==> config.mk <==
export PLATFORM = sky130hd
export DESIGN_NAME = gpio_pin_bank
export DESIGN_NICKNAME = d
export VERILOG_FILES = /design/src/rtl/gpio_bank_pkg.sv /design/src/rtl/gpio_sync.sv /design/src/rtl/gpio_line_detect.sv /design/src/rtl/gpio_pin_bank.sv
export SDC_FILE = /design/constraint.sdc
export NUM_CORES = 1
export LEC_CHECK = 0
export BUFFER_PORTS_ARGS = -buffer_cell sky130_fd_sc_hd__buf_2
export CAP_MARGIN = 20
export CELL_PAD_IN_SITES_DETAIL_PLACEMENT = 0
export CELL_PAD_IN_SITES_GLOBAL_PLACEMENT = 1
export CORE_MARGIN = 5
export CORE_UTILIZATION = 40
export CTS_CLUSTER_DIAMETER = 100
export DETAILED_ROUTE_END_ITERATION = 10
export GPL_ROUTABILITY_DRIVEN = 0
export HOLD_SLACK_MARGIN = 0.06
export PLACE_DENSITY_LB_ADDON = 0.25
export SYNTH_ARGS = -nofsm -noshare
export SYNTH_HDL_FRONTEND = slang
export SYNTH_SLANG_ARGS = --single-unit
==> constraint.sdc <==
create_clock -name clk -period 1.5 [get_ports clk]
set_clock_uncertainty 0.15 [all_clocks]
set_input_delay 0.075 -clock clk [delete_from_list [all_inputs] [get_ports clk]]
set_output_delay 0.075 -clock clk [all_outputs]
set_load 0.05 [all_outputs]
==> src/rtl/gpio_bank_pkg.sv <==
package gpio_bank_pkg;
    localparam int SYNC_STAGES = 2;

    localparam logic [2:0] ADDR_DIR  = 3'd0;
    localparam logic [2:0] ADDR_OUT  = 3'd1;
    localparam logic [2:0] ADDR_IN   = 3'd2;
    localparam logic [2:0] ADDR_STYL = 3'd3;
    localparam logic [2:0] ADDR_STYH = 3'd4;
    localparam logic [2:0] ADDR_STAT = 3'd5;

    localparam logic [2:0] STY_HIGH = 3'd0;
    localparam logic [2:0] STY_LOW  = 3'd1;
    localparam logic [2:0] STY_RISE = 3'd2;
    localparam logic [2:0] STY_FALL = 3'd3;
    localparam logic [2:0] STY_BOTH = 3'd4;
endpackage

==> src/rtl/gpio_sync.sv <==
module gpio_sync #(
    parameter int W      = 16,
    parameter int STAGES = 2
) (
    input  logic         clk,
    input  logic         rst_n,
    input  logic [W-1:0] d_in,
    output logic [W-1:0] d_out
);
    logic [STAGES-1:0][W-1:0] chain_q;

    genvar s;
    generate
        for (s = 0; s < STAGES; s++) begin : g_stage
            always_ff @(posedge clk or negedge rst_n) begin
                if (!rst_n)
                    chain_q[s] <= '0;
                else if (s == 0)
                    chain_q[s] <= d_in;
                else
                    chain_q[s] <= chain_q[(s == 0) ? 0 : s-1];
            end
        end
    endgenerate

    assign d_out = chain_q[STAGES-1];
endmodule

==> src/rtl/gpio_line_detect.sv <==
module gpio_line_detect
    import gpio_bank_pkg::*;
#(
    parameter int STY_W = 3
) (
    input  logic             cur,
    input  logic             prev,
    input  logic [STY_W-1:0] style,
    output logic             hit
);
    always_comb begin
        case (style)
            STY_HIGH: hit = cur;
            STY_LOW:  hit = ~cur;
            STY_RISE: hit = cur & ~prev;
            STY_FALL: hit = ~cur & prev;
            STY_BOTH: hit = cur ^ prev;
            default:  hit = 1'b0;
        endcase
    end
endmodule

==> src/rtl/gpio_pin_bank.sv <==
module gpio_pin_bank
    import gpio_bank_pkg::*;
#(
    parameter int NLINES = 16,
    parameter int STY_W  = 3,
    parameter int ADDR_W = 3,
    parameter int DATA_W = (NLINES / 2) * STY_W
) (
    input  logic              clk,
    input  logic              rst_n,
    input  logic              reg_wr,
    input  logic [ADDR_W-1:0] reg_addr,
    input  logic [DATA_W-1:0] reg_wdata,
    output logic [DATA_W-1:0] reg_rdata,
    input  logic [NLINES-1:0] pad_in,
    output logic [NLINES-1:0] pad_out,
    output logic [NLINES-1:0] pad_oe,
    output logic [NLINES-1:0] irq
);
    localparam int GROUP = NLINES / 2;

    typedef struct packed {
        logic [NLINES-1:0]             dir;
        logic [NLINES-1:0]             out;
        logic [NLINES-1:0]             stat;
        logic [NLINES-1:0]             prev;
        logic [GROUP-1:0][STY_W-1:0]   sty_lo;
        logic [GROUP-1:0][STY_W-1:0]   sty_hi;
    } bank_regs_t;

    bank_regs_t        regs_d, regs_q;
    logic [NLINES-1:0] pin_s;
    logic [NLINES-1:0] hit;
    logic [NLINES-1:0] clr_mask;

    gpio_sync #(.W(NLINES), .STAGES(SYNC_STAGES)) u_sync (
        .clk   (clk),
        .rst_n (rst_n),
        .d_in  (pad_in),
        .d_out (pin_s)
    );

    genvar i;
    generate
        for (i = 0; i < NLINES; i++) begin : g_line
            logic [STY_W-1:0] line_style;
            if (i < GROUP) begin : g_lo
                assign line_style = regs_q.sty_lo[i % GROUP];
            end else begin : g_hi
                assign line_style = regs_q.sty_hi[i % GROUP];
            end
            gpio_line_detect #(.STY_W(STY_W)) u_det (
                .cur   (pin_s[i]),
                .prev  (regs_q.prev[i]),
                .style (line_style),
                .hit   (hit[i])
            );
        end
    endgenerate

    always_comb begin
        regs_d      = regs_q;
        clr_mask    = '0;
        regs_d.prev = pin_s;
        if (reg_wr) begin
            case (reg_addr)
                ADDR_DIR:  regs_d.dir    = reg_wdata[NLINES-1:0];
                ADDR_OUT:  regs_d.out    = reg_wdata[NLINES-1:0];
                ADDR_STYL: regs_d.sty_lo = reg_wdata;
                ADDR_STYH: regs_d.sty_hi = reg_wdata;
                ADDR_STAT: clr_mask      = reg_wdata[NLINES-1:0];
                default:   ;
            endcase
        end
        regs_d.stat = (regs_q.stat & ~clr_mask) | hit;
    end

    always_ff @(posedge clk or negedge rst_n) begin
        if (!rst_n) begin
            regs_q     <= '0;
            regs_q.dir <= '1;
        end else begin
            regs_q <= regs_d;
        end
    end

    always_comb begin
        case (reg_addr)
            ADDR_DIR:  reg_rdata = DATA_W'(regs_q.dir);
            ADDR_OUT:  reg_rdata = DATA_W'(regs_q.out);
            ADDR_IN:   reg_rdata = DATA_W'(pin_s);
            ADDR_STYL: reg_rdata = regs_q.sty_lo;
            ADDR_STYH: reg_rdata = regs_q.sty_hi;
            ADDR_STAT: reg_rdata = DATA_W'(regs_q.stat);
            default:   reg_rdata = '0;
        endcase
    end

    assign pad_oe  = ~regs_q.dir;
    assign pad_out = regs_q.out;
    assign irq     = regs_q.stat;
endmodule

==> results.tsv, run 1 <==
stage	metric	value	unit
sta	Setup TNS Final	-4.689	ns
flow_run	total of max-cap violations	0	
drt	post-route ant nets	0	
drt	average routed wire per standard cell	18.01	microns
clock_network	CTS buffer count	17	
synthesis	sequential cell area fraction in the yosys report	49.27	%
synthesis	post-synthesis cell type count	39	
layout	net count reported at finish	934	
drt	count of TritonRoute iterations in the first routing pass	6	
synthesis	top-area cell type share of the netlist area	43.55	%
die	number of placed I/O pins	118	
clock_network	clock-pin slew of the registers on the worst-case setup and hold paths	0.07	ns
placed_design	cell area after placement	0.008708	sq mm
global_route	global-route wire length before repair	32150	microns
worst_hold_path	class of the tightest hold or removal check	in -> async	
synthesis	Mapped Area	0.007355	sq mm
setup_path	highest net fanout along the worst path	2	
drt	total via count in the routed design	5506	
setup_path	arrival time at the worst endpoint	1.62	ns
die	standard-cell row count	49	
die	core region area	0.01802	sq mm
sta	Final WS setup	-0.3473	ns
setup_path	kind of end point of the critical path	output port	
clock_network	clock tree buffer depth	2	
setup_path	startpoint-to-endpoint class of the critical path	reg -> out	
global_route	GRT Util Overall	19.03	%
synthesis	Synth Flop Type	sky130_fd_sc_hd__dfrtp_1	
placed_design	minimum setup slack after placement	-0.1041	ns
synthesis	Syn Area/Cell	11.58	sq um
placed_design	count of port buffers added during placement	117	
layout	number of inserted filler cells in the final layout	1512	
synthesis	Mapped Cells	635	
sta	final hold violations	0	
sta	Max Clk Rate	541.3	MHz
die	full die area	0.02120	sq mm
sta	post-layout min period	1.847	ns
clock_network	CTS H-Tree Depth	4	
synthesis	Synth Warn #	0	
drt	post-route DRC violation count	0	
status	outcome	finished with violations	
global_route	number of antenna violations at the first check in global routing	1	
synthesis	largest area contributor in the synthesized netlist	sky130_fd_sc_hd__dfrtp_1	
setup_path	crit start category	flip-flop	
layout	Final Core Density	57.32	%
pwr	power density over cell area	1376	mW/mm^2
sta	worst hold slack	0.01567	ns
drt	starting DRC count in detailed routing	216	
layout	number of antenna cells inserted	0	
synthesis	post-synthesis register bit count	144	
sta	final max-slew violation count	0	
pwr	Leakage Power	0.004745	uW
status	failing checks	negative setup slack	
global_route	maximum number of pins on one net before global-route repair	47	
placed_design	DP HPWL	14290	microns
die	overall die height	145.6	microns
die	effective utilization at floorplan	40.80	%
layout	Layout Area Growth over Synthesis	40.49	%
layout	Final Cell Area	0.01033	sq mm
sta	Max transition margin	66.05	%
setup_path	Critical Path RT	1.27	ns
drt	total wirelength of the detailed-routed design	19770	microns
sta	Final setup viols	16	
synthesis	Syn Nets	713	
synthesis	count of flip-flops with a built-in enable after synthesis	0	
die	die extent in x	145.6	microns
clock_network	TritonCTS clock tree	built	
layout	fraction of final layout cells sized beyond drive strength 1	45.80	%
sta	RSZ-0062 raised after global routing	true	
drt	routed via count divided by cell count	5.015	
sta	slew at the pin closest to its max-slew limit	0.5093	ns
clock_network	clk root buf	sky130_fd_sc_hd__clkbuf_16	
clock_network	clock network latency to the later pin of the worst-skew pair	0.43	ns
sta	post-route clock period utilization	123.2	%
synthesis	Synth area leaders	sky130_fd_sc_hd__dfrtp_1 (44%), sky130_fd_sc_hd__mux2_2 (6.3%), sky130_fd_sc_hd__dfstp_2 (5.7%), sky130_fd_sc_hd__mux2_4 (5.7%), sky130_fd_sc_hd__ha_1 (5.4%)	
clock_network	clock sink total	144	
synthesis	async set-or-reset flop fraction in the synthesized netlist	100.0	%
pwr	Peak VDD IR	1.204	mV
global_route	vias in the first global route	5896	
global_route	total grt overflow	0	
==> synthesized netlist by cell type, types with 6 or more instances <==
cell                       instances
sky130_fd_sc_hd__nor2_1           24
sky130_fd_sc_hd__mux2i_1          38
sky130_fd_sc_hd__mux2_4           28
sky130_fd_sc_hd__o221ai_1         12
sky130_fd_sc_hd__nor3_1            6
sky130_fd_sc_hd__a21oi_1          32
sky130_fd_sc_hd__inv_1            52
sky130_fd_sc_hd__xor2_1            6
sky130_fd_sc_hd__dfrtp_1         128
sky130_fd_sc_hd__mux2_2           41
sky130_fd_sc_hd__buf_4            42
sky130_fd_sc_hd__dfstp_2          16
sky130_fd_sc_hd__ha_1             32
sky130_fd_sc_hd__o22ai_1           7
sky130_fd_sc_hd__buf_2             7
sky130_fd_sc_hd__nand2_1          53
sky130_fd_sc_hd__nor3b_1          14
sky130_fd_sc_hd__o21ai_0          45
sky130_fd_sc_hd__a22o_1            8
==> kinds of logic (layout without fill, tap and decap cells) <==
family | Yosys count | count (layout) | synth area share (%)
flops | 144 | 144 | 49.27
xor+xnor | 9 | 9 | 1.072
compound gates | 121 | 121 | 9.833
buf+inv | 113 | 347 | 9.033
mux | 111 | 111 | 18.08
fa+ha+maj | 32 | 32 | 5.444
simple gates | 105 | 105 | 7.264
==> power by group <==
group          switching (uW)  leakage (uW)  internal (uW)
logic                    2500       0.00280           1940
registers                 528       0.00163           4550
clock network            1660      0.000314           3040
==> placed cells by master, fill, tap and decap left out, types with 16 or more instances in the layout <==
| master | n |
|---|---|
| sky130_fd_sc_hd__a21oi_1 | 25 |
| sky130_fd_sc_hd__dlygate4sd3_1 | 41 |
| sky130_fd_sc_hd__nand2_1 | 53 |
| sky130_fd_sc_hd__ha_1 | 27 |
| sky130_fd_sc_hd__o21ai_0 | 39 |
| sky130_fd_sc_hd__nor2_1 | 24 |
| sky130_fd_sc_hd__inv_1 | 43 |
| sky130_fd_sc_hd__buf_2 | 85 |
| sky130_fd_sc_hd__clkbuf_16 | 17 |
| sky130_fd_sc_hd__dfrtp_1 | 120 |
| sky130_fd_sc_hd__mux2_2 | 39 |
| sky130_fd_sc_hd__mux2i_1 | 37 |
| sky130_fd_sc_hd__buf_4 | 87 |
| sky130_fd_sc_hd__buf_6 | 32 |
| sky130_fd_sc_hd__dfstp_2 | 16 |
| sky130_fd_sc_hd__mux2_4 | 30 |
==> routing by layer <==
metal  vias to the layer above  global-route usage, %  wire (microns)  share of wire [%]
met2                       115                  31.30            9717                 49
met1                      2753                  24.80            9002                 46
li1                       2619                      -               -                  -
met3                        17                  4.983             847                4.3
met5                         -                      0              11              0.056
met4                         2                  5.644             194               0.98
==> layout make-up <==
cell class | instances | area, sq um | share of cell area (%)
flip-flops and latches | 144 | 3633 | 35.17
multi-input cells | 378 | 3388 | 32.79
repair buffers | 263 | 2180 | 21.09
clock buffers | 22 | 464.2 | 4.493
well taps | 229 | 286.5 | 2.773
inverters | 52 | 195.2 | 1.889
clock inverters | 10 | 185.2 | 1.792
==> registers in the layout (all words and copies together) (netlist names) <==
| signal | cells |
|---|---|
| g_line.line_style | 48 |
| u_sync.chain_q | 16 |
| regs_q | 32 |
| irq | 16 |
| pad_out | 16 |
| u_sync.d_out | 16 |
==> critical path, cell delays in order, from the launching register on <==
cell                       delay (ns)
sky130_fd_sc_hd__dfrtp_1         0.42
sky130_fd_sc_hd__mux2_4          0.30
sky130_fd_sc_hd__a21oi_4         0.16
sky130_fd_sc_hd__o221ai_4        0.13
sky130_fd_sc_hd__buf_6           0.17
==> metrics by stage <==
stage	total power, uW	cells
global placement	8911	1001
CTS	14200	1084
global route	14880	1098
floorplan	7910	635
detailed placement	9005	1001
finish	14220	1098
==> repair_timing <==
item / 4_1_cts / 5_1_grt
buffers inserted: 11 / 19
hold endpoints to repair: 252 / 0
resized for setup: 90 / 40
pin swaps: 18 / 12
endpoints found under the setup margin: 29 / 41
hold buffers: 41 / 0
==> path summary, 6_finish.rpt <==
path	start	to	slack, ns	cells past startpoint
min reg2reg	u_sync.chain_q[10]	u_sync.d_out[10]	0.20	0
max reg2reg	u_sync.d_out[6]	irq[6]	0.07	6
min in group clk	reg_wr	regs_q[102]	0.09	5
max in group asynchronous	rst_n	regs_q[101]	0.56	3
max	pad_out[7]	reg_rdata[7]	-0.35	4
min	rst_n	u_sync.chain_q[8]	0.02	2
No activity file was read; power rests on OpenSTA's default activity.
==> inputs of run 2 (changes only) <==
Settings changed: CORE_ASPECT_RATIO from default to 1.4.
==> run 2 against run 1 <==
The run still ends with negative setup slack left. Clock power is 14% lower. Worst hold slack improved by 0.089 ns. Power down 5.1%. Sequential power barely moved. Critical path depth did not move. Setup slack better by 0.029 ns. Maximum frequency is 1.6% higher. Clock-buffer cell count increased by 1. Utilization shrank 0.97 points. Sequential cell count unchanged. Wire length decreased by 2.4%. Combinational power fell by 0.9%. Highest routed layer is now met4.
==> results.tsv, run 2 (synthesis results as in run 1) <==
stage	metric	value	unit
sta	Max Clk Rate	549.9	MHz
clock_network	CTS buffer count	17	
clock_network	CTS H-Tree Depth	4	
worst_hold_path	WHS Endpoint	g_line[5].line_style[2]	
layout	number of inserted filler cells in the final layout	1572	
layout	fraction of final layout cells sized beyond drive strength 1	44.34	%
layout	area of the multi-input gates	0.003406	sq mm
die	effective utilization at floorplan	40.70	%
sta	post-layout min period	1.819	ns
setup_path	capture point of the worst reg-to-reg path	irq[13]	
layout	Final Non-Filler Cells	1097	
setup_path	series of cell instances along the critical path	mux4_2 -> inv_2 -> o22ai_2 -> buf_6	
worst_hold_path	cell depth of the worst min-delay path	4	
setup_path	critical path's largest stage delay	0.46	ns
sta	Final setup viols	16	
placed_design	post-placement cell count	1000	
setup_path	Critical Path RT	1.27	ns
drt	average routed wire per standard cell	17.60	microns
setup_path	cell class contributing the biggest share of worst-path delay	multiplexers	
die	full die area	0.02124	sq mm
placed_design	DP HPWL	14160	microns
global_route	global-route wire length before repair	31070	microns
drt	total wirelength of the detailed-routed design	19310	microns
die	die extent in x	124.6	microns
setup_path	kind of end point of the critical path	output port	
flow_run	total of max-cap violations	0	
clock_network	clk root buf	sky130_fd_sc_hd__clkbuf_16	
global_route	vias in the first global route	5804	
layout	flip-flop count of the largest register after layout	48	
sta	Max transition margin	80.42	%
clock_network	clock tree buffer depth	2	
pwr	Leakage Power	0.004641	uW
setup_path	sum of buffers and inverters on the critical path	2	
status	outcome	finished with violations	
layout	net count reported at finish	922	
setup_path	startpoint-to-endpoint class of the critical path	reg -> out	
pwr	Peak VDD IR	0.7669	mV
drt	post-route DRC violation count	0	
global_route	total grt overflow	0	
sta	final hold violations	0	
status	failing checks	negative setup slack	
setup_path	Crit Reg-Reg Startpoint	u_sync.d_out[13]	
setup_path	crit path max-delay cell type	sky130_fd_sc_hd__mux4_2	
sta	Final WS setup	-0.3186	ns
global_route	maximum number of pins on one net before global-route repair	42	
die	number of placed I/O pins	118	
setup_path	worst-case register-to-register setup slack	0.10	ns
pwr	overall power	13490	uW
sta	worst hold slack	0.1050	ns
drt	routed via count divided by cell count	4.989	
global_route	number of antenna violations at the first check in global routing	0	
drt	count of TritonRoute iterations in the first routing pass	4	
drt	starting DRC count in detailed routing	292	
global_route	GRT Util Overall	18.56	%
clock_network	clock-pin slew of the registers on the worst-case setup and hold paths	0.06	ns
sta	slew at the pin closest to its max-slew limit	0.2856	ns
layout	number of antenna cells inserted	0	
clock_network	TritonCTS clock tree	built	
setup_path	highest net fanout along the worst path	3	
drt	total via count in the routed design	5473	
clock_network	clock network latency to the later pin of the worst-skew pair	0.42	ns
sta	final max-slew violation count	0	
worst_hold_path	beginning of the worst hold path	reg_wr	
die	core region area	0.01807	sq mm
placed_design	count of port buffers added during placement	117	
layout	Reg area	0.003632	sq mm
sta	post-route clock period utilization	121.2	%
clock_network	clock sink total	144	
setup_path	crit start category	flip-flop	
sta	Setup TNS Final	-4.178	ns
setup_path	cell depth of the worst flop-to-flop path	5	
pwr	power density over cell area	1325	mW/mm^2
layout	commonest non-fill, non-tap cells in the layout	sky130_fd_sc_hd__dfrtp_1 (121), sky130_fd_sc_hd__buf_2 (87), sky130_fd_sc_hd__buf_4 (76)	
sta	RSZ-0062 raised after global routing	true	
die	standard-cell row count	58	
setup_path	arrival time at the worst endpoint	1.59	ns
worst_hold_path	class of the tightest hold or removal check	in -> reg	
die	overall die height	170.4	microns
drt	post-route ant nets	0	
layout	Layout Area Growth over Synthesis	38.45	%
layout	most common cell after layout, fill and taps aside	sky130_fd_sc_hd__dfrtp_1	
run 2: worst max-delay path by stage:
stage | startpoint | slack (ns) | cells past startpoint | end
2_1_floorplan | regs_q[111] | -0.24 | 4 | reg_rdata[15]
3_3_place_gp | reg_addr[1] | -0.06 | 6 | g_line[12].line_style[2]
3_5_place_dp | reg_addr[1] | -0.08 | 6 | g_line[11].line_style[2]
4_1_cts | pad_out[11] | -0.35 | 4 | reg_rdata[11]
5_1_grt | pad_out[13] | -0.38 | 4 | reg_rdata[13]
6_report | pad_out[13] | -0.32 | 4 | reg_rdata[13]
run 2: area by class of cell:
class | instances | area share [%]
Multi-Input combinational cell | 378 | 33.45
Sequential cell | 144 | 35.67
Tap cell | 240 | 2.949
Clock inverter | 9 | 0.8356
Timing Repair Buffer | 251 | 20.48
Inverter | 52 | 1.917
Clock buffer | 23 | 4.694
run 2: power breakdown:
| part | leakage, uW | switching (uW) | internal (uW) |
|---|---|---|---|
| logic | 0.00275 | 2500 | 1900 |
| clock network | 0.000257 | 1610 | 2410 |
| registers | 0.00164 | 518 | 4550 |
| total | 0.00464 | 4630 | 8860 |
run 2: metal layers:
metal	routed length [microns]	up-vias	part of all wire, %	global-route usage (%)
met1	7960	2717	41	22.13
met3	813	27	4.2	4.396
met2	10180	121	53	33.19
met4	355	0	1.8	5.866
met5	0	-	0	0
li1	-	2608	-	-
run 2: worst register-to-register path: stages, from the launching register on:
cell                      delay (ns)
sky130_fd_sc_hd__dfrtp_1        0.37
sky130_fd_sc_hd__buf_4          0.15
sky130_fd_sc_hd__ha_1           0.27
sky130_fd_sc_hd__o21ai_0        0.15
sky130_fd_sc_hd__o21ai_0        0.09
sky130_fd_sc_hd__o21ai_0        0.15
run 2: through the flow:
| step | instance area (sq um) | worst slack (ns) | utilization, % |
|---|---|---|---|
| after floorplan | 7541 | -0.2442 | - |
| after global placement | 8645 | -0.05697 | 47.84 |
| after detailed placement | 8645 | -0.08137 | 47.84 |
| after CTS | 9985 | -0.3473 | 55.26 |
| after global routing | 10180 | -0.3831 | 56.35 |
| final | 10180 | -0.3186 | 56.35 |
run 2: timing repair:
item                                    CTS  global route
resized for setup                        88            36
hold buffers                             42             0
pin swaps                                23             8
endpoints found under the setup margin   29            42
buffers inserted                         12            13
hold endpoints to repair                256             0
==> inputs of run 3 (changes only) <==
--- a/config.mk
+++ b/config.mk
@@ -17,4 +17,5 @@
 export GPL_ROUTABILITY_DRIVEN = 0
 export HOLD_SLACK_MARGIN = 0.06
+export MAX_ROUTING_LAYER = met4
 export PLACE_DENSITY_LB_ADDON = 0.25
 export SYNTH_ARGS = -nofsm -noshare
==> constraint.sdc (replaced) <==
create_clock -name clk -period 1.5 [get_ports clk]
set_clock_uncertainty 0.15 [all_clocks]
set_input_delay 0 -clock clk [delete_from_list [all_inputs] [get_ports clk]]
set_output_delay 0 -clock clk [all_outputs]
set_load 0.05 [all_outputs]
==> run 3 against run 2 <==
Sequential power increased by 2%. Die area unchanged. Wire length about the same. The flow still finishes with violations (negative setup slack). Non-clock buffer count decreased by 22. Highest routed layer unchanged.
==> results.tsv, run 3 (synthesis results as in run 1) <==
stage	metric	value	unit
clock_network	clock-pin slew of the registers on the worst-case setup and hold paths	0.06	ns
clock_network	clock sink total	144	
global_route	maximum number of pins on one net before global-route repair	50	
drt	routed via count divided by cell count	5.019	
die	effective utilization at floorplan	40.70	%
layout	area of the multi-input gates	0.003313	sq mm
drt	post-route DRC violation count	0	
placed_design	DP HPWL	14120	microns
setup_path	crit start category	flip-flop	
drt	starting DRC count in detailed routing	227	
sta	post-layout min period	1.733	ns
layout	net count reported at finish	900	
setup_path	kind of end point of the critical path	output port	
setup_path	Critical Path RT	1.35	ns
layout	Reg area	0.003635	sq mm
setup_path	capture point of the worst reg-to-reg path	irq[4]	
layout	Final Cell Area	0.009816	sq mm
placed_design	cell area after placement	0.008393	sq mm
global_route	number of antenna violations at the first check in global routing	1	
global_route	total grt overflow	0	
placed_design	minimum setup slack after placement	-0.03941	ns
clock_network	clk root buf	sky130_fd_sc_hd__clkbuf_16	
setup_path	crit path max-delay cell type	sky130_fd_sc_hd__mux4_2	
layout	number of inserted filler cells in the final layout	1565	
die	standard-cell row count	58	
pwr	Peak VDD IR	0.7950	mV
sta	Max Clk Rate	577.1	MHz
setup_path	startpoint-to-endpoint class of the critical path	reg -> out	
layout	commonest non-fill, non-tap cells in the layout	sky130_fd_sc_hd__dfrtp_1 (119), sky130_fd_sc_hd__buf_2 (97), sky130_fd_sc_hd__nand2_1 (53), sky130_fd_sc_hd__buf_4 (53), sky130_fd_sc_hd__dlygate4sd3_1 (50)	
drt	post-route ant nets	0	
setup_path	cell class contributing the biggest share of worst-path delay	multiplexers	
layout	Layout Area Growth over Synthesis	33.46	%
placed_design	count of port buffers added during placement	117	
sta	slew at the pin closest to its max-slew limit	0.3181	ns
setup_path	Crit Reg-Reg Startpoint	u_sync.d_out[4]	
sta	worst hold slack	0.07853	ns
worst_hold_path	class of the tightest hold or removal check	in -> reg	
clock_network	clock tree buffer depth	2	
die	full die area	0.02124	sq mm
drt	average routed wire per standard cell	17.93	microns
setup_path	worst-case register-to-register setup slack	0.09	ns
sta	final max-slew violation count	0	
global_route	global-route wire length before repair	31060	microns
pwr	power density over cell area	1349	mW/mm^2
drt	total wirelength of the detailed-routed design	19290	microns
setup_path	series of cell instances along the critical path	mux4_2 -> inv_2 -> o22ai_2 -> buf_6	
sta	final hold violations	0	
drt	count of TritonRoute iterations in the first routing pass	4	
worst_hold_path	WHS Endpoint	u_sync.chain_q[8]	
sta	RSZ-0062 raised after global routing	true	
setup_path	highest net fanout along the worst path	2	
worst_hold_path	cell depth of the worst min-delay path	2	
worst_hold_path	beginning of the worst hold path	pad_in[8]	
setup_path	arrival time at the worst endpoint	1.58	ns
layout	most common cell after layout, fill and taps aside	sky130_fd_sc_hd__dfrtp_1	
clock_network	CTS buffer count	17	
setup_path	critical path's largest stage delay	0.48	ns
drt	total via count in the routed design	5400	
global_route	GRT Util Overall	19.09	%
die	die extent in x	124.6	microns
status	outcome	finished with violations	
die	core region area	0.01807	sq mm
global_route	vias in the first global route	5870	
layout	flip-flop count of the largest register after layout	48	
sta	post-route clock period utilization	115.5	%
pwr	Leakage Power	0.004484	uW
sta	Max transition margin	78.79	%
sta	Final WS setup	-0.2327	ns
sta	Final setup viols	16	
layout	fraction of final layout cells sized beyond drive strength 1	41.44	%
setup_path	cell depth of the worst flop-to-flop path	4	
clock_network	TritonCTS clock tree	built	
clock_network	clock network latency to the later pin of the worst-skew pair	0.42	ns
die	overall die height	170.4	microns
status	failing checks	negative setup slack	
clock_network	CTS H-Tree Depth	4	
setup_path	sum of buffers and inverters on the critical path	2	
flow_run	total of max-cap violations	0	
die	number of placed I/O pins	118	
==> run 3: cell types whose count changed in the layout (fill, tap and decap cells not counted), moves of 4 or more <==
cell                            delta
sky130_fd_sc_hd__a31oi_2           -4
sky130_fd_sc_hd__buf_2            +10
sky130_fd_sc_hd__buf_12            -4
sky130_fd_sc_hd__a31oi_1           +4
sky130_fd_sc_hd__dlygate4sd3_1     +8
sky130_fd_sc_hd__buf_4            -23
sky130_fd_sc_hd__buf_6            -10
sky130_fd_sc_hd__buf_8             -5
==> run 3: worst reg2reg max path, stage by stage (launching register included) <==
cell and delay [ns]:
sky130_fd_sc_hd__dfrtp_2 0.45, sky130_fd_sc_hd__ha_1 0.29, sky130_fd_sc_hd__a211oi_1 0.23, sky130_fd_sc_hd__a21oi_1 0.05, sky130_fd_sc_hd__o21ai_0 0.15
==> run 3: layout make-up <==
class	instances	share of cell area [%]
Sequential cell	144	37.03
Multi-Input combinational cell	378	33.75
Timing Repair Buffer	229	18.30
Clock buffer	19	4.410
Tap cell	240	3.059
Inverter	52	1.989
Clock inverter	13	1.428
Antenna cell	1	0.02549
==> run 3: through the flow <==
stage | std cells | power, uW | utilization [%] | TNS (ns)
after floorplan | 635 | 7869 | - | -0.2623
after global placement | 978 | 8680 | 46.45 | -0.008944
after detailed placement | 978 | 8775 | 46.45 | -0.2934
after CTS | 1073 | 13300 | 53.85 | -3.283
after global routing | 1076 | 13850 | 54.32 | -4.058
final | 1076 | 13240 | 54.32 | -2.901
==> run 3: what timing repair did <==
action / 4_1_cts / 5_1_grt
endpoints found under the hold margin: 256 / 0
pin swaps: 16 / 2
resized for setup: 55 / 29
hold buffers: 50 / 0
setup endpoints to repair: 16 / 36
setup buffers: 13 / 3
==> run 3: power breakdown <==
part,switching (uW),internal [uW]
Clock,1690,2450
Sequential,606,4550
Combinational,2330,1620
==> run 3: per-layer routing <==
metal | global-route usage [%] | part of all wire (%) | vias to the layer above
li1 | - | - | 2551
met1 | 22.13 | 42 | 2703
met2 | 32.93 | 51 | 109
met3 | 3.454 | 3.3 | 37
met4 | 7.582 | 3.0 | 0
met5 | - | 0 | -
==> run 3: worst max path at each step <==
stage	start	endpoint	slack, ns	cells past startpoint
floorplan	regs_q[98]	reg_rdata[2]	-0.17	4
global placement	reg_addr[0]	reg_rdata[13]	-0.009	6
detailed placement	reg_addr[0]	irq[12]	-0.04	7
CTS	u_sync.d_out[13]	reg_rdata[13]	-0.26	4
global route	u_sync.d_out[13]	reg_rdata[13]	-0.31	4
finish	g_line[4].line_style[1]	reg_rdata[13]	-0.23	4
